[src/rtl/burst_col_pkg.sv]
package burst_col_pkg;
  typedef enum logic {ORD_SEQ = 1'b0, ORD_ILV = 1'b1} order_e;
endpackage

[src/rtl/burst_cfg_decode.sv]
module burst_cfg_decode #(
  parameter int COL_W     = 9,
  parameter int LEN_W     = 3,
  parameter int FULL_CODE = 4
) (
  input  logic [LEN_W-1:0]    len_code,
  input  logic                ilv,
  input  logic                is_write,
  input  logic                wsingle,
  output logic [COL_W-1:0]    win_mask,
  output logic                full_page,
  output burst_col_pkg::order_e order
);
  import burst_col_pkg::*;

  logic single_wr;
  logic full_raw;

  assign single_wr = is_write & wsingle;
  assign full_raw  = (int'(len_code) >= FULL_CODE);
  assign full_page = full_raw & ~single_wr;

  // One mask bit per column bit: the bit is inside the burst window when
  // its index is below the length code, or always in full page.
  for (genvar i = 0; i < COL_W; i++) begin : g_mask
    assign win_mask[i] = ~single_wr & (full_raw | (i < int'(len_code)));
  end

  assign order = (ilv && !full_page) ? ORD_ILV : ORD_SEQ;
endmodule

[src/rtl/burst_beat_ctrl.sv]
module burst_beat_ctrl #(
  parameter int COL_W = 9
) (
  input  logic                  clk,
  input  logic                  rst_n,
  input  logic                  cmd_valid,
  input  logic [COL_W-1:0]      cmd_col,
  input  logic                  cmd_write,
  input  logic                  stop,
  input  logic [COL_W-1:0]      dec_mask,
  input  logic                  dec_full,
  input  burst_col_pkg::order_e dec_order,
  output logic                  active,
  output logic [COL_W-1:0]      start_col,
  output logic [COL_W-1:0]      beat,
  output logic [COL_W-1:0]      mask,
  output burst_col_pkg::order_e order,
  output logic                  wr,
  output logic                  last
);
  import burst_col_pkg::*;

  logic full;

  assign last = active && !full && (beat == mask);

  always_ff @(posedge clk) begin
    if (!rst_n) begin
      active    <= 1'b0;
      start_col <= '0;
      beat      <= '0;
      mask      <= '0;
      full      <= 1'b0;
      order     <= ORD_SEQ;
      wr        <= 1'b0;
    end else if (cmd_valid) begin
      active    <= 1'b1;
      start_col <= cmd_col;
      beat      <= '0;
      mask      <= dec_mask;
      full      <= dec_full;
      order     <= dec_order;
      wr        <= cmd_write;
    end else if (active) begin
      if (stop || last) begin
        active <= 1'b0;
        wr     <= 1'b0;
      end else begin
        beat <= beat + 1'b1;
      end
    end
  end

  // a final beat with no new command is followed by an idle cycle
  p_last_ends_r3: assert property (@(posedge clk) disable iff (!rst_n)
    (last && !cmd_valid) |=> !active);
  // stop without a command ends the burst
  p_stop_ends_r8: assert property (@(posedge clk) disable iff (!rst_n)
    (stop && !cmd_valid) |=> !active);
  // single-write mode gives a one-beat write
  p_single_write_r7: assert property (@(posedge clk) disable iff (!rst_n)
    (cmd_valid && cmd_write && dec_mask == '0 && !dec_full) |=> (active && last));
endmodule

[src/rtl/burst_addr_map.sv]
module burst_addr_map #(
  parameter int COL_W = 9
) (
  input  logic [COL_W-1:0]      start_col,
  input  logic [COL_W-1:0]      beat,
  input  logic [COL_W-1:0]      mask,
  input  burst_col_pkg::order_e order,
  output logic [COL_W-1:0]      addr
);
  import burst_col_pkg::*;

  logic [COL_W-1:0] offset;

  always_comb begin
    if (order == ORD_ILV) offset = start_col ^ beat;
    else                  offset = start_col + beat;
    addr = (start_col & ~mask) | (offset & mask);
  end
endmodule

[src/rtl/burst_col_gen.sv]
module burst_col_gen #(
  parameter int COL_W     = 9,
  parameter int LEN_W     = 3,
  parameter int FULL_CODE = 4
) (
  input  logic             clk,
  input  logic             rst_n,
  input  logic             cmd_valid,
  input  logic [COL_W-1:0] cmd_col,
  input  logic             cmd_write,
  input  logic [LEN_W-1:0] cfg_len,
  input  logic             cfg_ilv,
  input  logic             cfg_wsingle,
  input  logic             stop,
  output logic             col_valid,
  output logic [COL_W-1:0] col_addr,
  output logic             col_last,
  output logic             col_write,
  output logic             busy
);
  import burst_col_pkg::*;

  logic [COL_W-1:0] dec_mask;
  logic             dec_full;
  order_e           dec_order;
  logic             active;
  logic [COL_W-1:0] start_col;
  logic [COL_W-1:0] beat;
  logic [COL_W-1:0] mask;
  order_e           order;
  logic             wr;
  logic             last;

  burst_cfg_decode #(.COL_W(COL_W), .LEN_W(LEN_W), .FULL_CODE(FULL_CODE)) u_dec (
    .len_code (cfg_len),
    .ilv      (cfg_ilv),
    .is_write (cmd_write),
    .wsingle  (cfg_wsingle),
    .win_mask (dec_mask),
    .full_page(dec_full),
    .order    (dec_order)
  );

  burst_beat_ctrl #(.COL_W(COL_W)) u_ctrl (
    .clk      (clk),
    .rst_n    (rst_n),
    .cmd_valid(cmd_valid),
    .cmd_col  (cmd_col),
    .cmd_write(cmd_write),
    .stop     (stop),
    .dec_mask (dec_mask),
    .dec_full (dec_full),
    .dec_order(dec_order),
    .active   (active),
    .start_col(start_col),
    .beat     (beat),
    .mask     (mask),
    .order    (order),
    .wr       (wr),
    .last     (last)
  );

  burst_addr_map #(.COL_W(COL_W)) u_map (
    .start_col(start_col),
    .beat     (beat),
    .mask     (mask),
    .order    (order),
    .addr     (col_addr)
  );

  assign col_valid = active;
  assign busy      = active;
  assign col_last  = last;
  assign col_write = wr;

  // an accepted command shows its start column in the next cycle
  p_first_beat_r2: assert property (@(posedge clk) disable iff (!rst_n)
    cmd_valid |=> (col_valid && col_addr == $past(cmd_col)));
  // consecutive beats of one burst stay inside the same window
  p_window_r4: assert property (@(posedge clk) disable iff (!rst_n)
    ($past(col_valid) && !$past(cmd_valid) && col_valid) |->
      ((col_addr & ~mask) == ($past(col_addr) & ~mask)));
  // full-page beats step by one and never flag a last beat
  p_full_step_r6: assert property (@(posedge clk) disable iff (!rst_n)
    ($past(col_valid) && !$past(cmd_valid) && col_valid && mask == '1) |->
      (col_addr == $past(col_addr) + 1'b1 && !col_last));
endmodule

[config.mk]
export PLATFORM = sky130hd
export DESIGN_NAME = burst_col_gen
export DESIGN_NICKNAME = d
export VERILOG_FILES = /design/src/rtl/burst_col_pkg.sv /design/src/rtl/burst_cfg_decode.sv /design/src/rtl/burst_beat_ctrl.sv /design/src/rtl/burst_addr_map.sv /design/src/rtl/burst_col_gen.sv
export SDC_FILE = /design/constraint.sdc
export NUM_CORES = 1
export LEC_CHECK = 0
export ABC_AREA = 1
export BUFFER_PORTS_ARGS = -buffer_cell sky130_fd_sc_hd__buf_2
export CAP_MARGIN = 20
export CORE_UTILIZATION = 40
export DETAILED_ROUTE_END_ITERATION = 12
export PLACE_DENSITY = 0.7
export RECOVER_POWER = 100
export SLEW_MARGIN = 20
export SYNTH_ARGS = -nofsm -noshare
export SYNTH_HDL_FRONTEND = slang
export SYNTH_SLANG_ARGS = --single-unit
[constraint.sdc]
create_clock -name clk -period 3.57 [get_ports clk]
set_clock_uncertainty 0.2 [all_clocks]
set_input_delay 0.1785 -clock clk [delete_from_list [all_inputs] [get_ports clk]]
set_output_delay 0.1785 -clock clk [all_outputs]
set_load 0.03 [all_outputs]
==> results of run 1 <==
power by group through the flow:
stage	registers, W	clock network (W)	logic [W]
detailed placement	0.000335	0	0.000111
finish	0.000327	0.000180	0.000119
global route	0.000329	0.000198	0.000134
global placement	0.000335	0	0.000110
floorplan	0.000332	0	0.0000801
CTS	0.000328	0.000188	0.000123
stage by stage:
step	instance area [sq um]	std cells	setup WS, ns
finish	2103	365	0.8350
global route	2103	365	0.6130
CTS	2126	365	0.9628
detailed placement	1937	347	1.279
global placement	1937	347	1.330
floorplan	1779	276	1.151
how the worst min path moves through the flow:
stage	from	endpoint	slack (ns)	cells past startpoint
CTS	cfg_len[2]	u_ctrl.mask[2]	0.01	3
detailed placement	cmd_col[1]	u_ctrl.start_col[1]	0.18	3
floorplan	cmd_write	u_ctrl.wr	0.09	2
global placement	cmd_col[5]	u_ctrl.start_col[5]	0.18	3
global route	cfg_len[2]	u_ctrl.mask[2]	0.03	3
finish	cfg_len[2]	u_ctrl.mask[2]	0.02	3
flip-flops by register name, indices dropped and copies added, names as in the netlist:
register	flops
u_ctrl.beat	9
u_ctrl.mask	6
u_ctrl.wr	1
u_ctrl.active	1
u_ctrl.start_col	9
u_ctrl.order	1
logic make-up (layout without fill, tap and decap cells):
family                     count (synthesis)  after routing  share of synthesized area, %
xor gates and xnor gates                   6              6                         2.954
AOI/OAI and AO/OA                         44             44                         14.35
DFF                                       27             27                         30.38
buffers and inverters                     54             93                         12.66
adders and majority gates                 10             10                         7.454
and+or+nand+nor                          135            135                         32.21
critical path, cell delays in order (launching register included):
cell	delay, ns
sky130_fd_sc_hd__dfxtp_1	0.41
sky130_fd_sc_hd__ha_1	0.19
sky130_fd_sc_hd__inv_1	0.06
sky130_fd_sc_hd__fa_1	0.37
sky130_fd_sc_hd__inv_1	0.10
sky130_fd_sc_hd__nand3_1	0.07
sky130_fd_sc_hd__nand2_1	0.14
sky130_fd_sc_hd__nand2_1	0.09
sky130_fd_sc_hd__nand2_1	0.06
sky130_fd_sc_hd__nand2_1	0.04
sky130_fd_sc_hd__nand2_1	0.05
sky130_fd_sc_hd__nand2_1	0.04
sky130_fd_sc_hd__nand2_1	0.07
sky130_fd_sc_hd__nand2_1	0.04
sky130_fd_sc_hd__nand2_1	0.06
sky130_fd_sc_hd__clkbuf_1	0.30
cell type report:
cell class / count / area (sq um) / area share, %
Tap cell: 50 / 62.56 / 2.974
Multi-Input combinational cell: 195 / 1008 / 47.95
Clock buffer: 3 / 41.29 / 1.963
Timing Repair Buffer: 45 / 277.8 / 13.21
Clock inverter: 1 / 7.507 / 0.3569
Inverter: 44 / 165.2 / 7.852
Sequential cell: 27 / 540.5 / 25.70
layout by cell type (no fill, tap or decap):
| cell type | instances |
|---|---|
| sky130_fd_sc_hd__nand2_1 | 87 |
| sky130_fd_sc_hd__inv_1 | 40 |
| sky130_fd_sc_hd__dfxtp_1 | 27 |
| sky130_fd_sc_hd__nand3_1 | 25 |
| sky130_fd_sc_hd__o21ai_0 | 19 |
| sky130_fd_sc_hd__buf_2 | 17 |
| sky130_fd_sc_hd__dlygate4sd3_1 | 14 |
| sky130_fd_sc_hd__clkbuf_1 | 14 |
| sky130_fd_sc_hd__a21oi_1 | 13 |
| sky130_fd_sc_hd__nor2_1 | 11 |
| sky130_fd_sc_hd__nand4_1 | 11 |
| sky130_fd_sc_hd__ha_1 | 9 |
| sky130_fd_sc_hd__xor2_1 | 6 |
| sky130_fd_sc_hd__a21oi_2 | 3 |
| sky130_fd_sc_hd__a22o_1 | 3 |
| sky130_fd_sc_hd__clkbuf_8 | 3 |
| sky130_fd_sc_hd__a21o_1 | 2 |
| sky130_fd_sc_hd__inv_2 | 2 |
| sky130_fd_sc_hd__o22ai_1 | 2 |
| sky130_fd_sc_hd__clkinv_1 | 2 |
| sky130_fd_sc_hd__o211ai_1 | 2 |
| sky130_fd_sc_hd__nor2_2 | 1 |
| sky130_fd_sc_hd__fa_1 | 1 |
| sky130_fd_sc_hd__clkinvlp_4 | 1 |
layer usage:
metal,global-route usage [%],wire length (um)
met2,33.95,1960
met3,3.289,189
met1,24.80,1980
met4,6.633,46
met5,0,0
repair_timing:
| action | in CTS | in global routing |
|---|---|---|
| gates resized for setup | 0 | 0 |
| hold buffers | 14 | 0 |
| hold endpoints to repair | 14 | 0 |
==> results summary, run 1 <==
For this configuration, the core starts out at a cell density of between 40% and 50%. The endpoint identified for the worst register-to-register timing path is u_ctrl.active. STA classifies the critical path startpoint as a flop. The initial antenna violation count is 0. Max-cap violations in this run came to 0. The maximum vdd drop came out at around 0.17 mV. The number of iterations in the first detailed-routing pass is 4. The signed area change from the synthesized netlist to the final layout came out at 18.21%. In this run, flip-flops and latches consume a little over half of the power. The path class of the tightest hold or removal check is primary input to flop. The number of clock sinks seen by CTS is 27. The number of nets in the synthesized netlist is 305. Clock-pin slew was measured on the worst setup and hold paths at 0.10 ns. The post-synthesis instance area came out at about 1800 sq um. The flip-flop and latch count after synthesis came out at 27. The share of post-route cells with drive strength above 1 is 8.571%.

The number of endpoints with negative hold slack in the final report came to 0. The fraction of power spent switching nets came out at slightly above 30%. TritonCTS built the clock tree. The number of fill cells came out at around 440. The core region is slightly above 4000 sq um. The number of buffers inserted during clock tree synthesis came out at 3.

The final-report max-slew violation count was 0. The worst setup path is captured at an output pin. The most area-hungry cell type in the Yosys netlist is sky130_fd_sc_hd__dfxtp_1. Summed over all cells, the static leakage comes to between 1 and 1.5 nW. The post-synthesis instance total is approximately 280. After layout, the minimum clock period comes to roughly 2.7 ns. The total internal power is between 0.0004 and 0.0005 W. The share of total power dissipated in combinational logic is 19.1%. Yosys mapped a number of flops with a built-in enable equal to 0. The share of the cycle needed by the critical path after routing is 76.61%.

The post-synthesis average cell area is between 6 and 7 sq um. For this block, the via count after detailed routing is between 1,500 and 2,000. The flow ran to the end, and the final reports show no timing, DRC or antenna violations. The remaining max-slew budget at the tightest pin is between 50 and 60%. The number of failing setup endpoints in the final timing report is 0. Measured along the y axis, the die boundary spans around 69 um. The largest net degree at the start of global routing came out at 21. The maximum buffer depth of the clock tree is 2. The number of rows created at floorplan came out at 23. The all-layer global routing usage is around a fifth.

After synthesis, the largest area contributor takes up 30.38% of total cell area. The total DRC errors in the routed layout is 0. The die footprint is ~4700 sq um. Global routing finished with a remaining overflow of 0. The type of the worst setup path is flop to output pin.

The first global-routing pass estimated slightly below 7000 um of wire. Among all flip-flop cells after synthesis, the most frequent one is sky130_fd_sc_hd__dfxtp_1. The actual slew at the worst max-slew pin came out at around 0.65 ns. Yosys attributes the largest share of cell area to sky130_fd_sc_hd__dfxtp_1 30%, sky130_fd_sc_hd__nand2_1 18%, sky130_fd_sc_hd__inv_1 8.4%. The routed wire length per instance came out at 11.44 um. The sum of negative setup slack came out at 0 ns. In this run the power density over the cells is 298.0 nW/um^2. At the end of the flow, the number of nets in the layout was 345. The count of antenna diodes in the layout came out at 0. The clock share of power is between 20% and 30%. The die is just under 70 um wide. The termination of the worst setup path is col_addr[8].

In the post-synthesis netlist, the cell with the most instances is sky130_fd_sc_hd__nand2_1. At the end of the flow the core is filled with cells to between 50% and 60%. The detailed-route vias per instance came out at around 5.

The worst register-to-register path has a setup slack of approximately 0.96 ns. The post-CTS setup buffer count is 0. The path depth of the worst reg2reg path came out at 8. In the synthesized netlist, the cells that appear most often are 87 x sky130_fd_sc_hd__nand2_1, 40 x sky130_fd_sc_hd__inv_1, 27 x sky130_fd_sc_hd__dfxtp_1. The timing startpoint of the critical path is u_ctrl.beat[0]. Setup repair after global routing left no endpoint under its margin.

The register area share after synthesis is roughly 30%. In the synthesized netlist the async set-or-reset flop fraction comes to 0%. Input and output buffers added on the ports amount to 31. The number of top-level pins is 32. The first routing iteration left 91 violations. The count of nets left with antenna violations once routing finished came out at 0. The number of warning messages in the yosys log came out at 0.

STA puts the critical path data required time at ~3.2 ns. The clock latency reported for the late side of the worst-skew pair came out at around 0.28 ns. The overall routed net length came out at ~4200 um. The critical path data arrival time is between 2 and 2.5 ns. The worst hold margin came out at between 0.015 and 0.02 ns. The number of H-tree branching levels came out at 1. The wire-length estimate of the detail-placed layout is approximately 3100 um. Routability-driven placement finished with a final weighted congestion of about 0.85.

The highest clock frequency the design can meet came out at 365.6 MHz. The number of unique standard cell types used by synthesis is 25. The overall power is about 0.00063 W.

The reg-to-reg critical path startpoint is u_ctrl.active. The via count of the first global-routing pass came out at around 1,600. In this run the worst path has a maximum fanout of 5. The net load switching power is between 0.00015 and 0.0002 W.

The tree is rooted in a sky130_fd_sc_hd__clkbuf_8.
Note: power is estimated with default switching activity, not from simulation.
==> run 2: changes to the inputs <==
--- a/config.mk
+++ b/config.mk
@@ -5,12 +5,12 @@
 export SDC_FILE = /design/constraint.sdc
 export NUM_CORES = 1
 export LEC_CHECK = 0
-export ABC_AREA = 1
+export ABC_AREA = 0
 export BUFFER_PORTS_ARGS = -buffer_cell sky130_fd_sc_hd__buf_2
 export CAP_MARGIN = 20
 export CORE_UTILIZATION = 40
 export DETAILED_ROUTE_END_ITERATION = 12
-export PLACE_DENSITY = 0.7
+export PLACE_DENSITY = 0.73
 export RECOVER_POWER = 100
 export SLEW_MARGIN = 20
 export SYNTH_ARGS = -nofsm -noshare
==> constraint.sdc (replaced) <==
create_clock -name clk -period 2.3 [get_ports clk]
set_clock_uncertainty 0.2 [all_clocks]
set_input_delay 0.115 -clock clk [delete_from_list [all_inputs] [get_ports clk]]
set_output_delay 0.115 -clock clk [all_outputs]
set_load 0.03 [all_outputs]
==> run 2 against run 1 <==
  * The flow now finishes with violations (setup timing)
  * Clock-buffer cell count increased by 1
  * Cell count decreased by 17%
  * Clock power increased by 51%
  * Die area decreased by 7.3%
  * Critical path type unchanged
  * Largest power group unchanged
  * Highest routed layer unchanged
==> results summary, run 2 <==
The flow ran to the end, but the final reports show violations. The checks that failed: setup timing. The worst setup path is captured at an output pin. OpenSTA, run right after detailed placement, puts the worst setup slack at -0.1735 ns. The flip-flop and latch count after synthesis is 27.

The total grt overflow is 0. The final weighted congestion in routability-driven placement came out at roughly 0.82. The largest registers in the layout are u_ctrl.beat x9, u_ctrl.start_col x9, u_ctrl.mask x6. The largest net degree at the start of global routing came out at 17. The clock reaches the later pin of the worst-skew pair after approximately 0.27 ns. The post-synthesis average cell area came out at between 8 and 9 sq um.

The detailed-route vias per instance came out at 5.129. The number of rows created at floorplan is 22. The share of post-route cells with drive strength above 1 came out at 32.55%. The overall power is about 0.0010 W. The number of unique standard cell types used by synthesis came out at between 40 and 50.

The number of failing setup endpoints in the final timing report came out at 5. During I/O placement, the number of pins put on the boundary was 32. After layout, the worst setup slack is -0.3745 ns. The floorplan step defined a die boundary enclosing about 4400 sq um. TritonCTS built the clock tree. No sink is reached through more buffers than the 2 on the longest clock path. The signed area change from the synthesized netlist to the final layout is 42.21%. The highest clock frequency the design can meet came out at 373.9 MHz. The die boundary width is roughly 66 um. Dividing the final minimum period by the clock period gives 116.3%. VDD sags by at most 0.3183 mV. The via count of the first global-routing pass is 1,544. Buffers placed on the I/O ports in this run total 31. The post-synthesis async set-or-reset flop share is 0%.

The number of clock sinks seen by CTS came out at 27. The required time of the critical path is 1.99 ns. The synthesized design spends more area on one cell type than any other, namely sky130_fd_sc_hd__dfxtp_1.

The final HPWL from detailed placement is around 2800 um. The number of antenna diodes in the final layout is 0. The routed via count came out at about 1,600.

The worst hold margin came out at approximately 0.030 ns. The maximum fanout along the worst path came out at 2. Clock-pin slew was measured on the worst setup and hold paths at approximately 0.090 ns.

By count the netlist is led by 27 x sky130_fd_sc_hd__dfxtp_1, 21 x sky130_fd_sc_hd__nand2_1, 17 x sky130_fd_sc_hd__nor2_1. The path class of the tightest hold or removal check is primary input to flop. The number of warning messages in the yosys log is 0.

The share of Yosys cell area claimed by the top area cell type came out at between 30% and 40%. The wire length of the first global-routing pass came out at 6962 um. The number of flops mapped to enable cells by yosys is 0. The leakage power summed over all cells is 1.009 nW. The most used flip-flop cell after synthesis is sky130_fd_sc_hd__dfxtp_1. Setup repair after global routing could not meet its margin everywhere.

The all-layer global routing usage came out at a little over a fifth. Dividing the detail-routed wire length by the instance count gives ~14 um. The number of nets handed over by synthesis was around 220. Measured on the finished design, the core utilization comes to 61.59%.

The count of nets left with antenna violations once routing finished came out at 0. The cell count after synthesis came out at approximately 200. The first TritonRoute pass finished after 4 iterations.

The die height came out at ~66 um. The cell area power density came out at 433.1 nW/um^2. The tool flagged a number of max-cap violations equal to 0. The actual slew at the worst max-slew pin is a little under 0.6 ns. CTS placed an instance of sky130_fd_sc_hd__clkbuf_8 at the clock tree root. The worst setup path is launched from a flop. The number of DRC markers in iteration 0 is 47.

The area of the core is approximately 3800 sq um. The final critical path time including I/O delays and setup is 2.675 ns. The sum of negative setup slack came out at -1.181 ns. The top cell types in the final layout, fill and taps aside, are 25 x sky130_fd_sc_hd__buf_2, 21 x sky130_fd_sc_hd__nand2_1, 20 x sky130_fd_sc_hd__dfxtp_1. The number of buffers inserted during clock tree synthesis is 3.

The final-stage net count came out at between 200 and 300. The final-report max-slew violation count is 0. The starting density of the core is 43.31%. The remaining max-slew budget at the tightest pin came out at ~61%.

Ranked by total cell area, the synthesized netlist is headed by sky130_fd_sc_hd__dfxtp_1 33%, sky130_fd_sc_hd__ha_1 6.8%, sky130_fd_sc_hd__mux2i_1 6.7%. The total DRC errors in the routed layout is 0. Leaving out fill and tap cells, the most frequent cell in the layout is sky130_fd_sc_hd__buf_2. The type of the worst setup path is flop to output pin. Of the synthesized area, sequential elements account for roughly a third.

Yosys instantiated no cell more often than sky130_fd_sc_hd__dfxtp_1. The initial antenna violation count is 0. After detailed routing, the total wire length is 4265 um.

The number of endpoints with negative hold slack in the final report is 0. The critical path data arrival time came out at about 2.4 ns. The mapped netlist covers 1645 sq um. The number of H-tree branching levels is 1.
-- run 2: changes by cell type in the layout (fill, tap and decap cells not counted), moves of 11 or more --
| cell | delta |
|---|---|
| sky130_fd_sc_hd__inv_1 | -35 |
| sky130_fd_sc_hd__nor2b_1 | +11 |
| sky130_fd_sc_hd__nand3_1 | -21 |
| sky130_fd_sc_hd__clkbuf_1 | -13 |
| sky130_fd_sc_hd__buf_4 | +19 |
| sky130_fd_sc_hd__nand2_1 | -66 |
-- run 2: per-stage QoR --
stage	cells	area, sq um
after CTS	301	2278
after global routing	303	2340
final	303	2340
after detailed placement	278	1952
after global placement	278	1952
after floorplan	195	1685
-- run 2: timing repair --
action,CTS,global route
hold endpoints to repair,14,0
setup endpoints to repair,5,6
gates cloned,0,0
hold buffers,16,0
pin swaps,16,7
gates resized for setup,24,11
buffers inserted,5,3
-- run 2: power by group --
group	internal [W]	switching (W)
Combinational	0.000106	0.000126
Sequential	0.000486	0.0000229
Clock	0.000124	0.000148
-- run 2: cells by family after synthesis --
kind of cell | count (synthesis) | synth area share (%)
and+or+nand+nor | 74 | 23.12
muxes | 13 | 8.061
DFF | 27 | 32.85
xor gates and xnor gates | 13 | 6.920
adders and majority gates | 10 | 8.061
buffers and inverters | 14 | 3.726
AOI/OAI and AO/OA | 44 | 17.26
-- run 2: per-layer routing --
layer  share of wire, %  vias to the layer above  routed length [um]  global-route usage, %
li1                   -                      807                   -                      -
met1                 44                      715                1882                  25.03
met2                 52                       30                2237                  39.80
met3                3.1                        2                 131                  4.138
met4               0.33                        0                  14                  2.394
met5                  0                        -                   0                      0
-- run 2: critical path, stage by stage, from the launching register on --
cell                       delay, ns
sky130_fd_sc_hd__dfxtp_2        0.36
sky130_fd_sc_hd__ha_4           0.14
sky130_fd_sc_hd__inv_2          0.03
sky130_fd_sc_hd__fa_2           0.35
sky130_fd_sc_hd__nand2b_4       0.16
sky130_fd_sc_hd__a211oi_4       0.24
sky130_fd_sc_hd__buf_4          0.15
sky130_fd_sc_hd__a31oi_2        0.09
sky130_fd_sc_hd__xnor2_1        0.16
sky130_fd_sc_hd__mux2_4         0.27
sky130_fd_sc_hd__buf_6          0.14
-- run 2: layout make-up --
class,instances,area (sq um)
clock buffer,4,45.04
fill,324,1459
inverter,6,22.52
multi-input combinational,154,1185
sequential,27,554.3
tap,48,60.06
timing repair buffer,64,473.0
-- run 2: path summary, 6_finish.rpt --
kind,start,end,slack [ns],cells past startpoint
worst max-delay path,u_ctrl.start_col[0],col_addr[6],-0.37,10
worst min-delay path,rst_n,u_ctrl.start_col[0],0.03,2
worst max register to register,u_ctrl.beat[3],u_ctrl.beat[1],0.30,6
worst min register to register,u_ctrl.wr,u_ctrl.wr,0.29,1
